**src/rtl/ssp_pkg.sv**
```systemverilog
// Shared types for the burst synchronous serial port.
package ssp_pkg;
    // One-cycle serial clock edge events handed from the clock unit to the engine.
    typedef struct packed {
        logic rise;
        logic fall;
    } sck_edge_t;

    localparam int SSP_SYNC_STAGES = 2;
endpackage

```
**src/rtl/ssp_sync.sv**
```systemverilog
// Multi-bit flop-chain synchronizer for asynchronous pin inputs.
// Assumes each bit is independent (no bus coherence is needed).
module ssp_sync #(
    parameter int W = 3,
    parameter int STAGES = 2,
    parameter logic [W-1:0] RST_VAL = '0
) (
    input  logic         clk,
    input  logic         rst_n,
    input  logic [W-1:0] d,
    output logic [W-1:0] q
);
    logic [W-1:0] stg [STAGES];

    for (genvar i = 0; i < STAGES; i++) begin : g_stage
        // Shift each stage one step down the chain.
        always_ff @(posedge clk) begin
            if (!rst_n) stg[i] <= RST_VAL;
            else if (i == 0) stg[i] <= d;
            else stg[i] <= stg[(i == 0) ? 0 : i-1];
        end
    end

    assign q = stg[STAGES-1];
endmodule

```
**src/rtl/ssp_fifo.sv**
```systemverilog
// Byte FIFO with simultaneous push/pop. A push into a full FIFO is dropped
// unless a pop happens in the same cycle. Head reads 0 when empty.
// Assumes DEPTH is a power of two.
module ssp_fifo #(
    parameter int DATA_W = 8,
    parameter int DEPTH = 8,
    localparam int AW = $clog2(DEPTH),
    localparam int LVL_W = $clog2(DEPTH + 1)
) (
    input  logic              clk,
    input  logic              rst_n,
    input  logic              push,
    input  logic [DATA_W-1:0] push_data,
    input  logic              pop,
    output logic [DATA_W-1:0] head,
    output logic [LVL_W-1:0]  level
);
    logic [DATA_W-1:0] mem [DEPTH];
    logic [AW-1:0] wptr, rptr;
    logic full, empty, do_push, do_pop;

    assign full    = (level == LVL_W'(DEPTH));
    assign empty   = (level == '0);
    assign do_pop  = pop & ~empty;
    assign do_push = push & (~full | do_pop);
    assign head    = empty ? '0 : mem[rptr];

    // Store an accepted byte at the write pointer.
    always_ff @(posedge clk) begin
        if (do_push) mem[wptr] <= push_data;
    end

    // Advance pointers and track occupancy.
    always_ff @(posedge clk) begin
        if (!rst_n) begin
            wptr  <= '0;
            rptr  <= '0;
            level <= '0;
        end else begin
            if (do_push) wptr <= wptr + 1'b1;
            if (do_pop)  rptr <= rptr + 1'b1;
            level <= level + LVL_W'(do_push) - LVL_W'(do_pop);
        end
    end

    p_level_bound_r1: assert property (@(posedge clk) disable iff (!rst_n)
        level <= LVL_W'(DEPTH));
    p_full_drop_r1: assert property (@(posedge clk) disable iff (!rst_n)
        full && push && !pop |=> level == LVL_W'(DEPTH));
endmodule

```
**src/rtl/ssp_clkgen.sv**
```systemverilog
// Serial clock unit. Master: toggles an internal clock every HALF cycles
// while run is high, idling high otherwise. Slave: detects edges of the
// synchronized external clock. Emits single-cycle rise/fall events.
module ssp_clkgen
    import ssp_pkg::*;
#(
    parameter int HALF_W = 8
) (
    input  logic              clk,
    input  logic              rst_n,
    input  logic              master,
    input  logic              run,
    input  logic [HALF_W-1:0] half,
    input  logic              sck_sync,
    output logic              sck_int,
    output sck_edge_t         ev
);
    logic [HALF_W-1:0] cnt, half_eff;
    logic tick, sck_d;

    assign half_eff = (half == '0) ? HALF_W'(1) : half;
    assign tick     = master & run & (cnt == half_eff - 1'b1);

    // Phase counter and master clock toggle.
    always_ff @(posedge clk) begin
        if (!rst_n || !run || !master) begin
            cnt     <= '0;
            sck_int <= 1'b1;
        end else if (tick) begin
            cnt     <= '0;
            sck_int <= ~sck_int;
        end else begin
            cnt <= cnt + 1'b1;
        end
    end

    // Delay of the synchronized external clock for edge detection.
    always_ff @(posedge clk) begin
        if (!rst_n) sck_d <= 1'b1;
        else        sck_d <= sck_sync;
    end

    // Select the event source for the active mode.
    always_comb begin
        if (master) begin
            ev.fall = tick & sck_int;
            ev.rise = tick & ~sck_int;
        end else begin
            ev.fall = sck_d & ~sck_sync;
            ev.rise = ~sck_d & sck_sync;
        end
    end

    p_single_edge_r4: assert property (@(posedge clk) disable iff (!rst_n)
        !(ev.rise && ev.fall));
    p_idle_high_r5: assert property (@(posedge clk) disable iff (!rst_n)
        !run |=> sck_int);
endmodule

```
**src/rtl/sync_serial_burst.sv**
```systemverilog
// Burst synchronous serial port: full-duplex MSB-first byte shifting between
// an 8-deep FIFO and serial pins, 1..DEPTH bytes per start command.
// Assumes pin inputs are asynchronous (synchronized here) and that the host
// touches the FIFO only while idle.
module sync_serial_burst
    import ssp_pkg::*;
#(
    parameter int DATA_W = 8,
    parameter int DEPTH = 8,
    parameter int HALF_W = 8,
    localparam int LEN_W = $clog2(DEPTH),
    localparam int LVL_W = $clog2(DEPTH + 1),
    localparam int BIT_W = $clog2(DATA_W)
) (
    input  logic              clk,
    input  logic              rst_n,
    input  logic              cfg_master,
    input  logic              cfg_cs_mode,
    input  logic [HALF_W-1:0] cfg_half,
    input  logic [LEN_W-1:0]  cfg_len,
    input  logic              wr_valid,
    input  logic [DATA_W-1:0] wr_data,
    input  logic              rd_pop,
    output logic [DATA_W-1:0] rd_data,
    output logic [LVL_W-1:0]  fifo_level,
    input  logic              start,
    output logic              busy,
    output logic              done,
    output logic              err,
    input  logic              sck_i,
    output logic              sck_o,
    output logic              sck_oe,
    output logic              sdo_o,
    output logic              sdo_oe,
    input  logic              sdi_i,
    input  logic              cs_n_i
);
    logic cs_s, sck_s, sdi_s, cs_d;
    logic cs_ok, cs_rise, abort, byte_end, last_byte;
    logic eng_pop, f_push, f_pop, sck_int;
    logic [DATA_W-1:0] tx_sr, rx_sr, rx_next, f_wdata;
    logic [BIT_W-1:0] bit_cnt;
    logic [LVL_W-1:0] left;
    sck_edge_t ev;

    ssp_sync #(.W(3), .STAGES(SSP_SYNC_STAGES), .RST_VAL(3'b110)) u_sync (
        .clk(clk), .rst_n(rst_n),
        .d({cs_n_i, sck_i, sdi_i}),
        .q({cs_s, sck_s, sdi_s})
    );

    // Delayed select for deselect-edge detection.
    always_ff @(posedge clk) begin
        if (!rst_n) cs_d <= 1'b1;
        else        cs_d <= cs_s;
    end

    assign cs_ok     = ~cfg_cs_mode | ~cs_s;
    assign cs_rise   = cs_s & ~cs_d;
    assign abort     = busy & cfg_cs_mode & cs_rise;
    assign byte_end  = busy & ~abort & ev.rise & (bit_cnt == BIT_W'(DATA_W - 1));
    assign last_byte = (left == LVL_W'(1));
    assign rx_next   = {rx_sr[DATA_W-2:0], sdi_s};
    assign eng_pop   = (~busy & start) | (byte_end & ~last_byte);
    assign f_push    = byte_end | (~busy & wr_valid);
    assign f_wdata   = busy ? rx_next : wr_data;
    assign f_pop     = eng_pop | (~busy & ~start & rd_pop);

    ssp_clkgen #(.HALF_W(HALF_W)) u_clk (
        .clk(clk), .rst_n(rst_n),
        .master(cfg_master), .run(busy & cs_ok), .half(cfg_half),
        .sck_sync(sck_s), .sck_int(sck_int), .ev(ev)
    );

    ssp_fifo #(.DATA_W(DATA_W), .DEPTH(DEPTH)) u_fifo (
        .clk(clk), .rst_n(rst_n),
        .push(f_push), .push_data(f_wdata), .pop(f_pop),
        .head(rd_data), .level(fifo_level)
    );

    // Burst engine: start, shift per edge, byte hand-off, completion, abort.
    always_ff @(posedge clk) begin
        if (!rst_n) begin
            busy    <= 1'b0;
            done    <= 1'b0;
            err     <= 1'b0;
            sdo_o   <= 1'b1;
            tx_sr   <= '0;
            rx_sr   <= '0;
            bit_cnt <= '0;
            left    <= '0;
        end else if (!busy) begin
            if (start) begin
                busy    <= 1'b1;
                done    <= 1'b0;
                err     <= 1'b0;
                tx_sr   <= rd_data;
                bit_cnt <= '0;
                left    <= LVL_W'(cfg_len) + LVL_W'(1);
            end
        end else if (abort) begin
            busy <= 1'b0;
            err  <= 1'b1;
        end else begin
            if (ev.fall) begin
                sdo_o <= tx_sr[DATA_W-1];
                tx_sr <= {tx_sr[DATA_W-2:0], 1'b0};
            end
            if (ev.rise) begin
                rx_sr   <= rx_next;
                bit_cnt <= bit_cnt + 1'b1;
                if (byte_end) begin
                    left <= left - 1'b1;
                    if (last_byte) begin
                        busy <= 1'b0;
                        done <= 1'b1;
                    end else begin
                        tx_sr <= rd_data;
                    end
                end
            end
        end
    end

    // Pin drivers and enables.
    assign sck_o  = cfg_master ? sck_int : 1'b1;
    assign sck_oe = cfg_master & cs_ok;
    assign sdo_oe = cs_ok;

    p_start_busy_r2: assert property (@(posedge clk) disable iff (!rst_n)
        !busy && start |=> busy);
    p_busy_not_done_r7: assert property (@(posedge clk) disable iff (!rst_n)
        busy |-> !done);
    p_sdo_hold_r4: assert property (@(posedge clk) disable iff (!rst_n)
        !ev.fall |=> $stable(sdo_o));
    p_slave_no_drive_r6: assert property (@(posedge clk) disable iff (!rst_n)
        !cfg_master |-> !sck_oe);
    p_deselect_float_r8: assert property (@(posedge clk) disable iff (!rst_n)
        cfg_cs_mode && cs_s |-> !sdo_oe && !sck_oe);
    p_abort_r9: assert property (@(posedge clk) disable iff (!rst_n)
        busy && cfg_cs_mode && cs_rise |=> !busy && err && !done);
endmodule

```
**config.mk**
```make
export PLATFORM = sky130hd
export DESIGN_NAME = sync_serial_burst
export DESIGN_NICKNAME = d
export VERILOG_FILES = /design/src/rtl/ssp_pkg.sv /design/src/rtl/ssp_sync.sv /design/src/rtl/ssp_fifo.sv /design/src/rtl/ssp_clkgen.sv /design/src/rtl/sync_serial_burst.sv
export SDC_FILE = /design/constraint.sdc
export NUM_CORES = 1
export LEC_CHECK = 0
export BUFFER_PORTS_ARGS = -buffer_cell sky130_fd_sc_hd__buf_2
export CAP_MARGIN = 20
export CORE_ASPECT_RATIO = 0.5
export CORE_UTILIZATION = 30
export DETAILED_ROUTE_END_ITERATION = 10
export SKIP_CTS_REPAIR_TIMING = 1
export SKIP_LAST_GASP = 1
export SLEW_MARGIN = 40
export SYNTH_ARGS = -nofsm -noshare
export SYNTH_HDL_FRONTEND = slang
export SYNTH_SLANG_ARGS = --single-unit
```
**constraint.sdc**
```tcl
create_clock -name clk -period 7.6 [get_ports clk]
set_input_delay 1.52 -clock clk [delete_from_list [all_inputs] [get_ports clk]]
set_output_delay 1.52 -clock clk [all_outputs]
set_load 0.03 [all_outputs]
```
---- Word level (Yosys, flattened, before mapping) ----
Memories as Yosys holds them, arrays and structs flattened. A register that Yosys moved wholly into a read port is not among the register bits.
Index checks and enable logic that the tools add are counted.
word-level totals
  register bits ........................... 47
  bits in latches ......................... 0
  RAM bits ................................ 70
  memory bits (read-only) ................. 0
  input port bits ......................... 29
  output and inout port bits .............. 19
  logic and storage cells ................. 134
  memories kept ........................... 2
operators by class
  add/sub/neg operators ................... 9
  $mul .................................... 0
  div/mod/pow operators ................... 0
  $lt $le $gt $ge ......................... 0
  equality and inequality tests ........... 9
  shift operators ......................... 0
  multiplexer cells ....................... 43
  bitwise operators ....................... 40
  reductions and logical operators ........ 16
memories
  name        depth  width  read ports  clocked after Yosys merged registers in  wr ports  RTL line        text
  u_fifo.mem  8      8      1           1                                        1         ssp_fifo.sv:18  logic [DATA_W-1:0] mem [DEPTH];
  u_sync.stg  2      3      2           0                                        2         ssp_sync.sv:13  logic [W-1:0] stg [STAGES];
operators with widths
  kind                                              number
  2-to-1 mux 8 bit                                  10
  2-to-1 mux 3 bit                                  8
  bitwise AND 1 bit                                 21
  2-to-1 mux 4 bit                                  5
  2-to-1 mux 1 bit                                  19
  inverter 1 bit                                    12
  adder 3 x 1 -> 3 bit, second input constant       3
  AND reduction 3 bit                               3
  adder 8 x 1 -> 8 bit, second input constant       1
  == test 8 bit                                     1
  logical NOT 8 bit                                 1
  != test 2 x 1 -> 1 bit, second input constant     4
  subtractor 8 x 1 -> 8 bit, second input constant  1
  bitwise OR 1 bit                                  7
  AND reduction 5 bit                               1
  adder 3 x 1 -> 4 bit, second input constant       1
  adder 4 x 1 -> 4 bit                              1
  == test 4 x 1 -> 1 bit, second input constant     1
  == test 4 bit, second input constant              1
  logical NOT 4 bit                                 1
  AND reduction 2 bit                               2
  AND reduction 4 bit                               1
  subtractor 4 x 1 -> 4 bit                         1
  subtractor 4 x 1 -> 4 bit, second input constant  1
  7 further kinds                                   10

---- Logic depth before layout (Yosys ltp) ----
Gate-level depths: netlist of the first run.
  word-level depth ........................ 17
  gate-level depth with buffers ........... 16

---- Hierarchy ----
From an unflattened synthesis of the first run, not the netlist that was laid out.
unflattened totals
  cell total of the unflattened synthesis .. 430
  area, all modules ....................... 5467.7 sq um
by module, submodules not included
  module             instances  cells an instance  area an instance (sq um)
  ssp_fifo           1          176                3136.8
  sync_serial_burst  1          162                1478.9
  ssp_clkgen         1          80                 694.4
  ssp_sync           1          12                 157.7

---- Least setup slack after synthesis of the first run ----
OpenSTA, ideal clock, no wires.
  path type ............................... input port to flip-flop
  start ................................... input port cfg_half[3]
  end ..................................... register u_fifo.level[2]
  library setup time ...................... 115 ps
  arrival time ............................ 4599 ps
  required time ........................... 7485 ps
  path slack .............................. 2887 ps
  cell stages on the path ................. 16
  path through ............................ nor4_4 a21oi_1 ha_1 xor2_1 xnor2_1 o211ai_1 nor4_4 a31oi_4 o22ai_2 ha_1 inv_1 ha_1 inv_1 fa_1 xnor2_1 and2_1
between the ends
  longest elaborated chain between the ends .. 17
  elaborated cells on any way between the ends .. 18
  those cells by class .................... 3 x add/sub; 1 x eq/ne; 2 x mux; 11 x bitwise; 1 x reduce/logical
RTL lines
  item                                RTL line                 text
  start, declared                     sync_serial_burst.sv:19  input logic [HALF_W-1:0] cfg_half,
  logical NOT 8 bit                   ssp_clkgen.sv:21         assign half_eff = (half == '0) ? HALF_W'(1) : half;
  2-to-1 mux 8 bit (*)                ssp_clkgen.sv:21
  subtractor 8 x 1 -> 8 bit (*)       ssp_clkgen.sv:22         assign tick = master & run & (cnt == half_eff - 1'b1);
  == test 8 bit (*)                   ssp_clkgen.sv:22
  bitwise AND 1 bit (*)               ssp_clkgen.sv:22
  bitwise AND 1 bit (*)               ssp_clkgen.sv:47         ev.rise = tick & ~sck_int;
  2-to-1 mux 2 bit (*)                ssp_clkgen.sv:45         if (master) begin
  bitwise AND 1 bit (*) (2 in a row)  sync_serial_burst.sv:61  assign byte_end = busy & ~abort & ev.rise & (bit_cnt == BIT_W'(DATA_W - 1));
  bitwise AND 1 bit (*)               sync_serial_burst.sv:64  assign eng_pop = (~busy & start) | (byte_end & ~last_byte);
  bitwise OR 1 bit (*)                sync_serial_burst.sv:64
  bitwise OR 1 bit (*)                sync_serial_burst.sv:67  assign f_pop = eng_pop | (~busy & ~start & rd_pop);
  bitwise AND 1 bit (*)               ssp_fifo.sv:24           assign do_pop = pop & ~empty;
  named net u_fifo.do_pop             ssp_fifo.sv:20           logic full, empty, do_push, do_pop;
  bitwise OR 1 bit                    ssp_fifo.sv:25           assign do_push = push & (~full | do_pop);
  bitwise AND 1 bit                   ssp_fifo.sv:25
  adder 4 x 1 -> 4 bit                ssp_fifo.sv:42           level <= level + LVL_W'(do_push) - LVL_W'(do_pop);
  subtractor 4 x 1 -> 4 bit (*)       ssp_fifo.sv:42
  end signal, assigned                ssp_fifo.sv:42
  end, declared                       ssp_fifo.sv:16           output logic [LVL_W-1:0] level
The timed path passes the listed nets; every way through them passes the cells marked *.
A chain may end at the register's enable or synchronous reset.

---- Worst setup path after layout of the first run ----
Same ends and word-level chain as after synthesis.

==> results.md, run 1 <==
- The flow ran to the end, but the final reports show violations.
- The final reports fail on design-rule violations.
- The first-pass GRT wire length is 18.03 mm.
- The nature of the critical path startpoint is an input pin.
- The total of endpoints with negative setup slack in the final report is 0.
- By area, the combinational part of the netlist is dominated by simple AND/OR/NAND/NOR gates.
- Of the synthesized area, sequential elements account for 0.5537.
- The worst setup path is captured at a flip-flop.
- Synthesis handed over a netlist of 445 instances.
- Leaving out fill and tap cells, the most frequent cell in the layout is sky130_fd_sc_hd__edfxtp_1.
- The number of nets at the end of the flow is 540.
- After the flow finishes, the layout carries non-filler instances totaling 742.
- The clock edge transition at the registers on the reported setup and hold paths is 0.06 ns.
- Wires add up to 11.20 mm.
- The width of the chip is 193.4 um.
- The detailed-placement wirelength estimate is 7.763 mm.
- Measured on the finished design, the core utilization comes to 0.3746.
- Yosys printed 0 warnings.
- The smallest hold slack is 0.4193 ns.
- The worst setup skew after layout is 0.007738 ns.
- The number of clock buffers added by TritonCTS is 17.
- For the pin with the worst max-slew slack, the measured transition is 0.7384 ns.
- The count of pins on the block boundary is 48.
- In this run the tightest slew margin relative to its limit is 0.5025.
- The share of cells above drive strength 1 is 0.2461.
- The most used flip-flop cell after synthesis is sky130_fd_sc_hd__edfxtp_1.
- The number of vias per cell is 4.760.
- Routability-driven placement finished with a final weighted congestion of 0.7729.
- After layout, the minimum clock period comes to 4.805 ns.
- In this run the clock root is driven by a sky130_fd_sc_hd__clkbuf_16.
- Of the total synthesized cell area, the portion taken by full adders, half adders and majority gates is 0.03780.
- In this run, synthesis produced a sequential element count of 120.
- The number of remaining DRC errors is 4.
- The path type of the worst min-delay path is flip-flop to flip-flop.
- The H-tree was split into 4 levels.
- The detailed-router iteration count before antenna repair is 8.
- Dividing the detail-routed wire length by the instance count gives 15.09 um.
- The maximum vdd drop is 0.0001492 V.
- The compound-gate portion of the synthesized area came to 0.08402.
- The number of nets with antenna violations after detailed routing is 0.
- The die footprint is 0.01890 mm^2.
- The worst setup path is of the input pin to flip-flop kind.
- The tool flagged a number of max-cap violations equal to 0.
- Across every metal layer, demand over resource in global routing totals 0.1241.
- In this run the standard cell core region covers 0.01765 mm^2.
- The leakage power figure is 0.002396 uW.
- The number of enable flip-flop cells after synthesis is 64.
- The area growth from synthesis to layout is 20.33%.
- The average cell area after synthesis is 12.35 um^2.
- TritonCTS built the clock tree.
- Counting every sink on the clock net gives 120.
- The final critical-path share of the clock period is 0.6322.
- The final number of max-transition violations is 0.
- For this design the ratio of total power to cell area is 314.2 mW/mm^2.
- The die outline height is 97.70 um.
- Of the post-synthesis cell area, the part taken by muxes is 0.1216.
- For this run, the top clock speed supported by timing is 0.2081 GHz.
- The post-synthesis instance area is 0.005495 mm^2.
- In this run the tool buffered the top-level ports with 47 buffer cells.
- The initial antenna violation count is 0.
- Of the total synthesized cell area, the portion taken by XOR and XNOR cells is 0.03347.
- The data arrival time at the worst-slack endpoint is 5.11 ns.
- Entering global routing, the biggest net connects 53 pins.
- Counting along the longest clock path gives a buffer depth of 2.
- The library cells used most frequently in the layout, excluding fill and tap cells, are sky130_fd_sc_hd__edfxtp_1, sky130_fd_sc_hd__dfxtp_1, sky130_fd_sc_hd__buf_2, sky130_fd_sc_hd__nand2_1, sky130_fd_sc_hd__nor2_1.
- The worst-path maximum fanout is 7.
- The share of async-settable or async-resettable flops after synthesis is 0.
- The total placed cells including tap cells is 710.
- The net count after synthesis is 490.
- For this block, the initial DRC count from the detailed router was 200.
- The number of hold violations in the final report was 0.
- After floorplanning, the core was divided into 34 placement rows.
- The count of cell types in the netlist is 55.
- Setup repair after global routing left no endpoint under its margin.
- Summed over all layers, the global routing overflow is 0.
- Of the total synthesized cell area, the portion taken by AND, OR, NAND and NOR gates is 0.1453.
- Counting the fill cells in the layout gives 1,663.
- The number of antenna diodes in the final layout is 0.
- The detailed-route via count is 3,532.
- The number of global-route vias before repair is 3,462.
- The clock latency reported for the late side of the worst-skew pair is 0.41 ns.
- After routing, the total negative slack on setup checks comes to 0 ns.
- The required arrival time at the worst endpoint is 7.90 ns.
- The starting utilization of the core area is 0.3113.
==> cell usage after synthesis, drive strengths merged, types with 2 or more instances <==
| library cell | number | share of area |
|---|---|---|
| edfxtp | 64 | 0.35 |
| dfxtp | 56 | 0.20 |
| nand2 | 34 | 0.023 |
| nor2 | 27 | 0.018 |
| nand2b | 19 | 0.022 |
| o21ai | 17 | 0.017 |
| and2 | 16 | 0.018 |
| mux4 | 16 | 0.066 |
| ha | 15 | 0.034 |
| mux2i | 15 | 0.027 |
| nand3 | 15 | 0.014 |
| inv | 14 | 0.0096 |
| mux2 | 14 | 0.029 |
| clkbuf | 13 | 0.0089 |
| a21oi | 12 | 0.011 |
| nor2b | 12 | 0.014 |
| xor2 | 12 | 0.019 |
| xnor2 | 9 | 0.014 |
| a32o | 6 | 0.011 |
| nor3 | 6 | 0.0055 |
| and3 | 5 | 0.0057 |
| buf | 5 | 0.0057 |
| nor3b | 4 | 0.0055 |
| a21boi | 3 | 0.0041 |
| a31oi | 3 | 0.0061 |
| nor4 | 3 | 0.0089 |
| o211ai | 3 | 0.0041 |
| o21a | 3 | 0.0041 |
| a211o | 2 | 0.0032 |
| a22oi | 2 | 0.0027 |
| a31o | 2 | 0.0032 |
| nand3b | 2 | 0.0027 |
| or3 | 2 | 0.0023 |
==> critical path: stages <==
cell and delay [ns]:
sky130_fd_sc_hd__buf_2 0.14, sky130_fd_sc_hd__nor4_4 0.43, sky130_fd_sc_hd__a21oi_1 0.13, sky130_fd_sc_hd__ha_1 0.26, sky130_fd_sc_hd__xor2_1 0.18, sky130_fd_sc_hd__xnor2_1 0.13
sky130_fd_sc_hd__o211ai_1 0.16, sky130_fd_sc_hd__nor4_4 0.43, sky130_fd_sc_hd__a31oi_4 0.23, sky130_fd_sc_hd__o22ai_2 0.29, sky130_fd_sc_hd__ha_1 0.29, sky130_fd_sc_hd__inv_1 0.05
sky130_fd_sc_hd__ha_1 0.15, sky130_fd_sc_hd__inv_1 0.05, sky130_fd_sc_hd__fa_1 0.38, sky130_fd_sc_hd__xnor2_1 0.13, sky130_fd_sc_hd__and2_1 0.14
==> power breakdown <==
group | internal, uW | total, uW | switching (uW)
sequential | 733 | 769 | 35.5
combinational | 196 | 478 | 282
clock | 524 | 831 | 307
==> per-layer routing <==
metal	up-vias	track usage	routed length, um
met5	-	0	0
met4	0	0.04246	43
met3	2	0.03506	339
met2	52	0.2065	5404
met1	1746	0.1559	5412
li1	1732	-	-
==> metrics by stage <==
step	worst slack [ns]	instance area [um^2]	total power, uW
floorplan	2.887	5495	1133
global placement	2.238	5958	1257
detailed placement	2.341	5978	1265
CTS	2.760	6596	2099
global route	2.548	6613	2181
finish	2.795	6613	2077
==> cells by family after synthesis <==
group           Yosys count
simple gates            149
xor+xnor                 21
buf+inv                  32
flops                   120
mux                      45
fa+ha+maj                16
compound gates           62
==> state kept, by name, indices dropped and copies added (netlist names), 3 cells and up, named ones only <==
register,cells
u_fifo.mem,64
tx_sr,8
u_clk.cnt,8
rx_sr,7
u_sync.stg,6
left,4
u_fifo.level,4
bit_cnt,3
u_fifo.rptr,3
u_fifo.wptr,3
==> worst paths after layout <==
| kind | startpoint | end | slack (ns) | cells past startpoint |
|---|---|---|---|---|
| worst min register to register | u_sync.stg[0][2]$_SDFF_PN1_ | u_sync.stg[1][2]$_SDFF_PN1_ | 0.42 | 1 |
| worst max-delay path | cfg_half[3] | u_fifo.level[2]$_SDFF_PN0_ | 2.80 | 17 |
| worst min-delay path | u_sync.stg[0][2]$_SDFF_PN1_ | u_sync.stg[1][2]$_SDFF_PN1_ | 0.42 | 1 |
| worst max register to register | u_clk.cnt[2]$_SDFF_PP0_ | u_fifo.level[2]$_SDFF_PN0_ | 4.45 | 13 |
==> final cells by class <==
class / count / area [um^2] / share of cell area
repair buffers: 49 / 252.7 / 0.03822
multi-input cells: 293 / 2352 / 0.3557
clock buffers: 17 / 425.4 / 0.06433
flip-flops and latches: 120 / 3044 / 0.4604
clock inverters: 15 / 192.7 / 0.02914
inverters: 14 / 52.55 / 0.007947
well taps: 234 / 292.8 / 0.04428
No activity file was read; power rests on OpenSTA's default activity.
==> inputs of run 2 (changes only) <==
==> constraint.sdc (replaced) <==
create_clock -name clk -period 4.4 [get_ports clk]
set_input_delay 0.88 -clock clk [delete_from_list [all_inputs] [get_ports clk]]
set_output_delay 0.88 -clock clk [all_outputs]
set_load 0.03 [all_outputs]
==> results.md, run 2 (synthesis results as in run 1) <==
- The number of cells in the finished layout apart from fillers was 755 (+1.8%).
- The starting utilization of the core area was 0.3113 (unchanged).
- The initial antenna violation count is 0 (unchanged).
- The least setup slack across all paths after layout is 0.5532 ns (-2.242 ns).
- The count of buffering cells on the critical path with inverters included came to 3 (unchanged).
- The share of cells above drive strength 1 is 0.2495 (+0.003457).
- The count of pins on the block boundary is 48 (unchanged).
- The number of cells on the worst hold path is 1 (unchanged).
- The root buffer cell chosen for the clock tree is sky130_fd_sc_hd__clkbuf_16.
- The detailed-router iteration count before antenna repair is 8 (unchanged).
- The peak per-stage delay on the critical path is 0.43 ns (about the same).
- The total power density per cell area is 536.6 mW/mm^2 (+71%).
- The smallest hold slack is 0.4119 ns (-0.007389 ns).
- The final number of max-transition violations is 0 (unchanged).
- The depth of the most critical reg-to-reg path is 13 (unchanged).
- The total global-route track usage was 0.1284 (+0.004247).
- The worst hold path begins at u_sync.stg[0][2]$_SDFF_PN1_.
- The CTS tree is done.
- The checks that failed: design-rule violations.
- The average wire length per cell after detail routing came to 14.96 um (-0.87%).
- The total placed cells including tap cells came to 723 (+1.8%).
- The run finished, with violations left.
- The total design power is 3580 uW (+72%).
- The data arrival time at the worst-slack endpoint is 4.16 ns (-0.95 ns).
- The number of nets at the end of the flow came to 553 (+2.4%).
- Setup repair after global routing left no endpoint under its margin.
- The total of endpoints with negative setup slack in the final report is 0 (unchanged).
- The width of the chip is 193.4 um (unchanged).
- The worst-path maximum fanout came to 7 (unchanged).
- The kind of cell with the highest combined delay on the critical path is adder cells.
- The number of global-route vias before repair is 3,566 (+3.0%).
- The core outline area came to 0.01765 mm^2 (unchanged).
- The path type of the worst min-delay path is flip-flop to flip-flop.
- The worst register-to-register path ends at u_fifo.level[2]$_SDFF_PN0_.
- The clock edge transition at the registers on the reported setup and hold paths is 0.06 ns (about the same).
- The critical path capture point type is a flip-flop.
- The actual transition at the worst max-transition pin is 0.7478 ns (+0.009407 ns).
- The count of buffers inserted at the top-level ports is 47 (unchanged).
- The signal on the critical path passes through buf_2 > nor4_4 > a21oi_1 > ha_1 > xor2_1 > xnor2_1 > o211ai_1 > nor4_4 > a31oi_4 > o22ai_2 > ha_1 > inv_1 > ha_1 > inv_1 > fa_1 > xnor2_1 > and2_1.
- The detailed-route via count was 3,585 (+1.5%).
- The leakage power figure is 0.002448 uW (+2.2%).
- STA classifies the critical path startpoint as an input pin.
- The detailed-placement wirelength estimate came to 7.640 mm (-1.6%).
- The slack of the worst reg-to-reg path was 1.41 ns (-3.04 ns).
- The number of buffers inserted during clock tree synthesis is 17 (unchanged).
- The clock latency reported for the late side of the worst-skew pair was 0.42 ns (about the same).
- The register name with the most flops is u_fifo.mem.
- The total number of placement rows was 34 (unchanged).
- The largest registers in the layout are u_fifo.mem: 64 flops, tx_sr: 8 flops, u_clk.cnt: 8 flops.
- The die outline height is 97.70 um (unchanged).
- The leftover overflow at the end of global routing is 0 (unchanged).
- The path with the worst hold slack has its endpoint at u_sync.stg[1][2]$_SDFF_PN1_.
- The area overhead of the layout relative to synthesis is 21.40%.
- The level count of the clock H-tree is 4 (unchanged).
- The die footprint is 0.01890 mm^2 (unchanged).
- The summed negative setup slack over all endpoints is 0 ns (unchanged).
- The minimum period implied by the final worst setup slack is 3.847 ns.
- The most frequent standard cell in the layout excluding fill and tap cells is sky130_fd_sc_hd__edfxtp_1.
- The maximum vdd drop is 0.0002174 V (+46%).
- The antenna cell count is 0 (unchanged).
- The number of flip-flops in the largest register came to 64 (unchanged).
- The library cells used most frequently in the layout, excluding fill and tap cells, are sky130_fd_sc_hd__edfxtp_1, sky130_fd_sc_hd__dfxtp_1, sky130_fd_sc_hd__buf_2, sky130_fd_sc_hd__nand2_1, sky130_fd_sc_hd__nor2_1.
- The number of clock sinks is 120 (unchanged).
- The first-pass GRT wire length was 18.44 mm (+2.3%).
- The critical path class is input pin to flip-flop.
- The number of DRC violations after detailed-routing iteration 0 is 262 (+31%).
- The count of max-cap constraint violations is 0 (unchanged).
- The post-detailed-routing wire length was 11.30 mm (+0.87%).
- The number of remaining DRC errors is 4 (unchanged).
- The cell with the largest stage delay on the worst path is sky130_fd_sc_hd__nor4_4.
- The number of nets with antenna violations after detailed routing is 0 (unchanged).
- The required arrival time at the worst endpoint is 4.71 ns (-3.19 ns).
- The number of buffers on the longest clock path is 2 (unchanged).
- The worst setup skew after layout was 0.008823 ns (+0.001085 ns).
- Of the available clock period, the critical path in the final layout requires 0.8743.
- The headroom to the max-slew limit was 0.4962 (-0.006338).
- The maximum number of pins on one net before global-route repair is 53 (unchanged).
- In this design, the critical path's most frequently occurring cell is sky130_fd_sc_hd__ha_1.
- The number of vias per cell is 4.748 (-0.25%).
- The number of hold violations in the final report came to 0 (unchanged).
- The worst slack at placement is 0.1101 ns (-2.231 ns).
- Derived from the worst setup path, the maximum achievable clock frequency is 0.2600 GHz.
- The worst flop-to-flop path startpoint is u_clk.cnt[2]$_SDFF_PP0_.
- The final weighted congestion in routability-driven placement is 0.7544 (-2.4%).
[run 2: cell types whose count changed in the layout (fill, tap and decap cells not counted), sizes merged]
cell,change
clkinvlp,+1
inv,+5
bufinv,-1
clkinv,-5
buf,+13
[run 2: how the worst max path moves through the flow]
| stage | end | slack, ns | cells after the start | startpoint |
|---|---|---|---|---|
| floorplan | u_fifo.level[2]$_SDFF_PN0_ | 0.33 | 16 | cfg_half[3] |
| global placement | u_fifo.level[2]$_SDFF_PN0_ | 0.17 | 17 | cfg_half[3] |
| detailed placement | u_fifo.level[2]$_SDFF_PN0_ | 0.11 | 17 | cfg_half[3] |
| CTS | u_fifo.level[2]$_SDFF_PN0_ | 0.55 | 17 | cfg_half[3] |
| global route | u_fifo.level[3]$_SDFF_PN0_ | 0.28 | 17 | cfg_half[3] |
| finish | u_fifo.level[2]$_SDFF_PN0_ | 0.55 | 17 | cfg_half[3] |
[run 2: area by class of cell]
type	count	area, um^2
Multi-Input combinational cell	293	2327
Inverter	14	52.55
Tap cell	234	292.8
Sequential cell	120	3044
Clock inverter	15	178.9
Timing Repair Buffer	62	350.3
Fill cell	1701	10980
Clock buffer	17	425.4
[run 2: worst register-to-register path, stage by stage (launching register included)]
cell                       delay [ns]
sky130_fd_sc_hd__dfxtp_1         0.41
sky130_fd_sc_hd__xor2_1          0.19
sky130_fd_sc_hd__xnor2_1         0.14
sky130_fd_sc_hd__o211ai_1        0.16
sky130_fd_sc_hd__nor4_4          0.43
sky130_fd_sc_hd__a31oi_4         0.23
sky130_fd_sc_hd__o22ai_2         0.17
sky130_fd_sc_hd__ha_1            0.25
sky130_fd_sc_hd__inv_1           0.06
sky130_fd_sc_hd__ha_1            0.15
sky130_fd_sc_hd__inv_1           0.05
sky130_fd_sc_hd__fa_1            0.38
sky130_fd_sc_hd__xnor2_1         0.13
sky130_fd_sc_hd__and2_1          0.14
[run 2: metal layers]
| layer | global-route usage | up-vias | wire length (um) |
|---|---|---|---|
| li1 | - | 1759 | - |
| met1 | 0.1538 | 1753 | 5225 |
| met2 | 0.2185 | 61 | 5542 |
| met3 | 0.04269 | 12 | 417 |
| met4 | 0.04246 | 0 | 110 |
| met5 | 0 | - | 0 |
[run 2: report_power, final]
group | internal [uW] | switching, uW | total, uW | leakage, uW
registers | 1270 | 85.5 | 1350 | 0.00104
clock network | 857 | 559 | 1420 | 0.000292
logic | 349 | 462 | 811 | 0.00111
[run 2: per-stage QoR]
| step | area, um^2 | utilization |
|---|---|---|
| final | 6671 | 0.3779 |
| after global routing | 6671 | 0.3779 |
| after CTS | 6663 | 0.3774 |
| after detailed placement | 6058 | 0.3432 |
| after global placement | 6056 | 0.3430 |
| after floorplan | 5495 | - |
==> inputs of run 3 (changes only) <==
--- a/config.mk
+++ b/config.mk
@@ -10,6 +10,7 @@
 export CORE_ASPECT_RATIO = 0.5
 export CORE_UTILIZATION = 30
 export DETAILED_ROUTE_END_ITERATION = 10
+export RECOVER_POWER = 100
 export SKIP_CTS_REPAIR_TIMING = 1
 export SKIP_LAST_GASP = 1
 export SLEW_MARGIN = 40
==> results.md, run 3 (synthesis results as in run 1) <==
- The level count of the clock H-tree was 4 (unchanged).
- The required arrival time at the worst endpoint is 4.49 ns (-0.22 ns).
- The highest achievable clock rate came to 0.2531 GHz (-2.6%).
- The number of clock sinks is 120 (unchanged).
- The minimum period implied by the final worst setup slack was 3.951 ns (+0.1044 ns).
- The slack of the worst reg-to-reg path was 0.70 ns (-0.71 ns).
- The sequential power share was 0.381 (+0.003).
- The run finished, with violations left.
- The maximum vdd drop came to 0.0002186 V (+0.53%).
- The summed negative setup slack over all endpoints is 0 ns (unchanged).
- The count of buffers inserted at the top-level ports is 47 (unchanged).
- The share of cells above drive strength 1 is 0.1785 (-0.07102).
- The most frequent standard cell in the layout excluding fill and tap cells is sky130_fd_sc_hd__edfxtp_1.
- The leftover overflow at the end of global routing is 0 (unchanged).
- The post-detailed-routing wire length is 11.29 mm (about the same).
- The detailed-placement wirelength estimate is 7.640 mm (unchanged).
- The final weighted congestion in routability-driven placement was 0.7544 (unchanged).
- The worst-path maximum fanout is 8 (+1).
- The worst setup skew after layout is 0.008666 ns (-0.0001567 ns).
- The checks that failed: design-rule violations, max-capacitance violations, max-slew violations.
- The total power density per cell area is 539.0 mW/mm^2 (+0.46%).
- The clock latency reported for the late side of the worst-skew pair is 0.42 ns (about the same).
- The width of the chip is 193.4 um (unchanged).
- The worst setup path is launched from an input pin.
- The path type of the worst min-delay path is flip-flop to flip-flop.
- The number of hold violations in the final report came to 0 (unchanged).
- The final number of max-transition violations came to 53 (+53).
- The number of buffers inserted during clock tree synthesis came to 17 (unchanged).
- The core outline area is 0.01765 mm^2 (unchanged).
- The number of remaining DRC errors came to 4 (unchanged).
- The initial antenna violation count was 0 (unchanged).
- The root buffer cell is sky130_fd_sc_hd__clkbuf_16.
- The data arrival time at the worst-slack endpoint is 4.04 ns (-0.12 ns).
- The number of buffers on the longest clock path is 2 (unchanged).
- The total global-route track usage is 0.1284 (unchanged).
- The number of vias per cell was 4.726 (-0.47%).
- Setup repair after global routing left no endpoint under its margin.
- The count of max-cap constraint violations is 1 (+1).
- The smallest hold slack is 0.4121 ns (+0.0001560 ns).
- The total of endpoints with negative setup slack in the final report is 0 (unchanged).
- The number of nets at the end of the flow is 553 (unchanged).
- The switching power is 1108 uW (+0.17%).
- The number of flip-flops in the largest register came to 64 (unchanged).
- The worst setup path is captured at a flip-flop.
- The starting utilization of the core area is 0.3113 (unchanged).
- The area overhead of the layout relative to synthesis is 19.90%.
- The headroom to the max-slew limit came to -0.3720 (-0.8682).
- More flip-flops sit in one register than any other, and that register is u_fifo.mem.
- The detailed-route via count came to 3,568 (-0.47%).
- The CTS tree is done.
- The clock network fraction of design power came to 0.399 (+0.003).
- The final critical-path share of the clock period is 0.8980 (+0.02373).
- The number of DRC violations after detailed-routing iteration 0 is 242 (-7.6%).
- The actual transition at the worst max-transition pin is 2.058 ns (+1.310 ns).
- The average wire length per cell after detail routing was 14.95 um (about the same).
- The count of pins on the block boundary is 48 (unchanged).
- The library cells used most frequently in the layout, excluding fill and tap cells, are sky130_fd_sc_hd__edfxtp_1, sky130_fd_sc_hd__dfxtp_1, sky130_fd_sc_hd__nand2_1, sky130_fd_sc_hd__buf_2, sky130_fd_sc_hd__nor2_1.
- The number of global-route vias before repair was 3,566 (unchanged).
- The switching part of the total is 0.3120 (+0.002965).
- The die outline height is 97.70 um (unchanged).
- The die footprint was 0.01890 mm^2 (unchanged).
- The maximum number of pins on one net before global-route repair is 53 (unchanged).
- In the final layout, the registers with the most flip-flops are u_fifo.mem: 64 flops, tx_sr: 8 flops, u_clk.cnt: 8 flops.
- The number of nets with antenna violations after detailed routing is 0 (unchanged).
- The clock edge transition at the registers on the reported setup and hold paths is 0.06 ns (about the same).
- The internal cell power is 2444 uW (-1.2%).
- The first-pass GRT wire length came to 18.44 mm (unchanged).
- The critical path class is input pin to flip-flop.
- The detailed-router iteration count before antenna repair is 9 (+1).
- The relative contribution of combinational cells to total power is 0.220 (-0.007).
- The leakage power figure is 0.002358 uW (-3.7%).
- The total number of placement rows is 34 (unchanged).
- The antenna cell count is 0 (unchanged).
## run 3: changes by cell type in the layout (fill, tap and decap cells not counted), sizes merged
cell and delta:
clkbuf +30, buf -30
## run 3: path summary, 6_finish.rpt
| path | startpoint | end | cells past startpoint |
|---|---|---|---|
| max | cfg_half[3] | u_fifo.mem[5][6]$_DFFE_PP_ | 14 |
| min | u_sync.stg[0][2]$_SDFF_PN1_ | u_sync.stg[1][2]$_SDFF_PN1_ | 1 |
| max reg2reg | busy$_SDFF_PN0_ | left[3]$_SDFFE_PN0P_ | 5 |
| min reg2reg | u_sync.stg[0][2]$_SDFF_PN1_ | u_sync.stg[1][2]$_SDFF_PN1_ | 1 |
## run 3: cell type report
cell class	count	area [um^2]
Inverter	14	52.55
Multi-Input combinational cell	293	2306
Timing Repair Buffer	62	290.3
Tap cell	234	292.8
Clock buffer	17	425.4
Sequential cell	120	3043
Fill cell	1725	11070
Clock inverter	15	178.9
## run 3: layer usage
metal / part of all wire / up-vias / track usage / routed length, um
li1: - / 1760 / - / -
met1: 0.46 / 1744 / 0.1538 / 5220
met2: 0.49 / 54 / 0.2185 / 5555
met3: 0.036 / 10 / 0.04269 / 409
met4: 0.0094 / 0 / 0.04246 / 106
met5: 0 / - / 0 / 0
## run 3: worst max-delay path, cell delays in order
cell and delay, ns:
sky130_fd_sc_hd__clkbuf_1 0.15, sky130_fd_sc_hd__nor4_4 0.32, sky130_fd_sc_hd__a21oi_1 0.10, sky130_fd_sc_hd__ha_1 0.25
sky130_fd_sc_hd__xor2_1 0.18, sky130_fd_sc_hd__xnor2_1 0.15, sky130_fd_sc_hd__o211ai_1 0.16, sky130_fd_sc_hd__nor4_4 0.43
sky130_fd_sc_hd__a31oi_4 0.22, sky130_fd_sc_hd__o21ai_0 0.31, sky130_fd_sc_hd__clkbuf_1 0.27, sky130_fd_sc_hd__nand2_1 0.17
sky130_fd_sc_hd__nor2_1 0.14, sky130_fd_sc_hd__clkbuf_2 0.30
## run 3: power groups by stage
| stage | Sequential [uW] | Clock, uW | Combinational (uW) |
|---|---|---|---|
| after detailed placement | 1380 | 0 | 818 |
| after global routing | 1370 | 1510 | 861 |
| after CTS | 1350 | 1450 | 825 |
| after global placement | 1380 | 0 | 808 |
| after floorplan | 1350 | 0 | 607 |
| final | 1350 | 1420 | 782 |
## run 3: stage by stage
step	power, uW	instance area, um^2	worst slack (ns)	cells	utilization
finish	3552	6589	0.4488	755	0.3732
global route	3735	6589	0.1491	755	0.3732
CTS	3627	6663	0.5465	755	0.3774
detailed placement	2195	6058	0.1101	723	0.3432
global placement	2185	6056	0.1658	723	0.3430
floorplan	1956	5495	0.3265	445	-
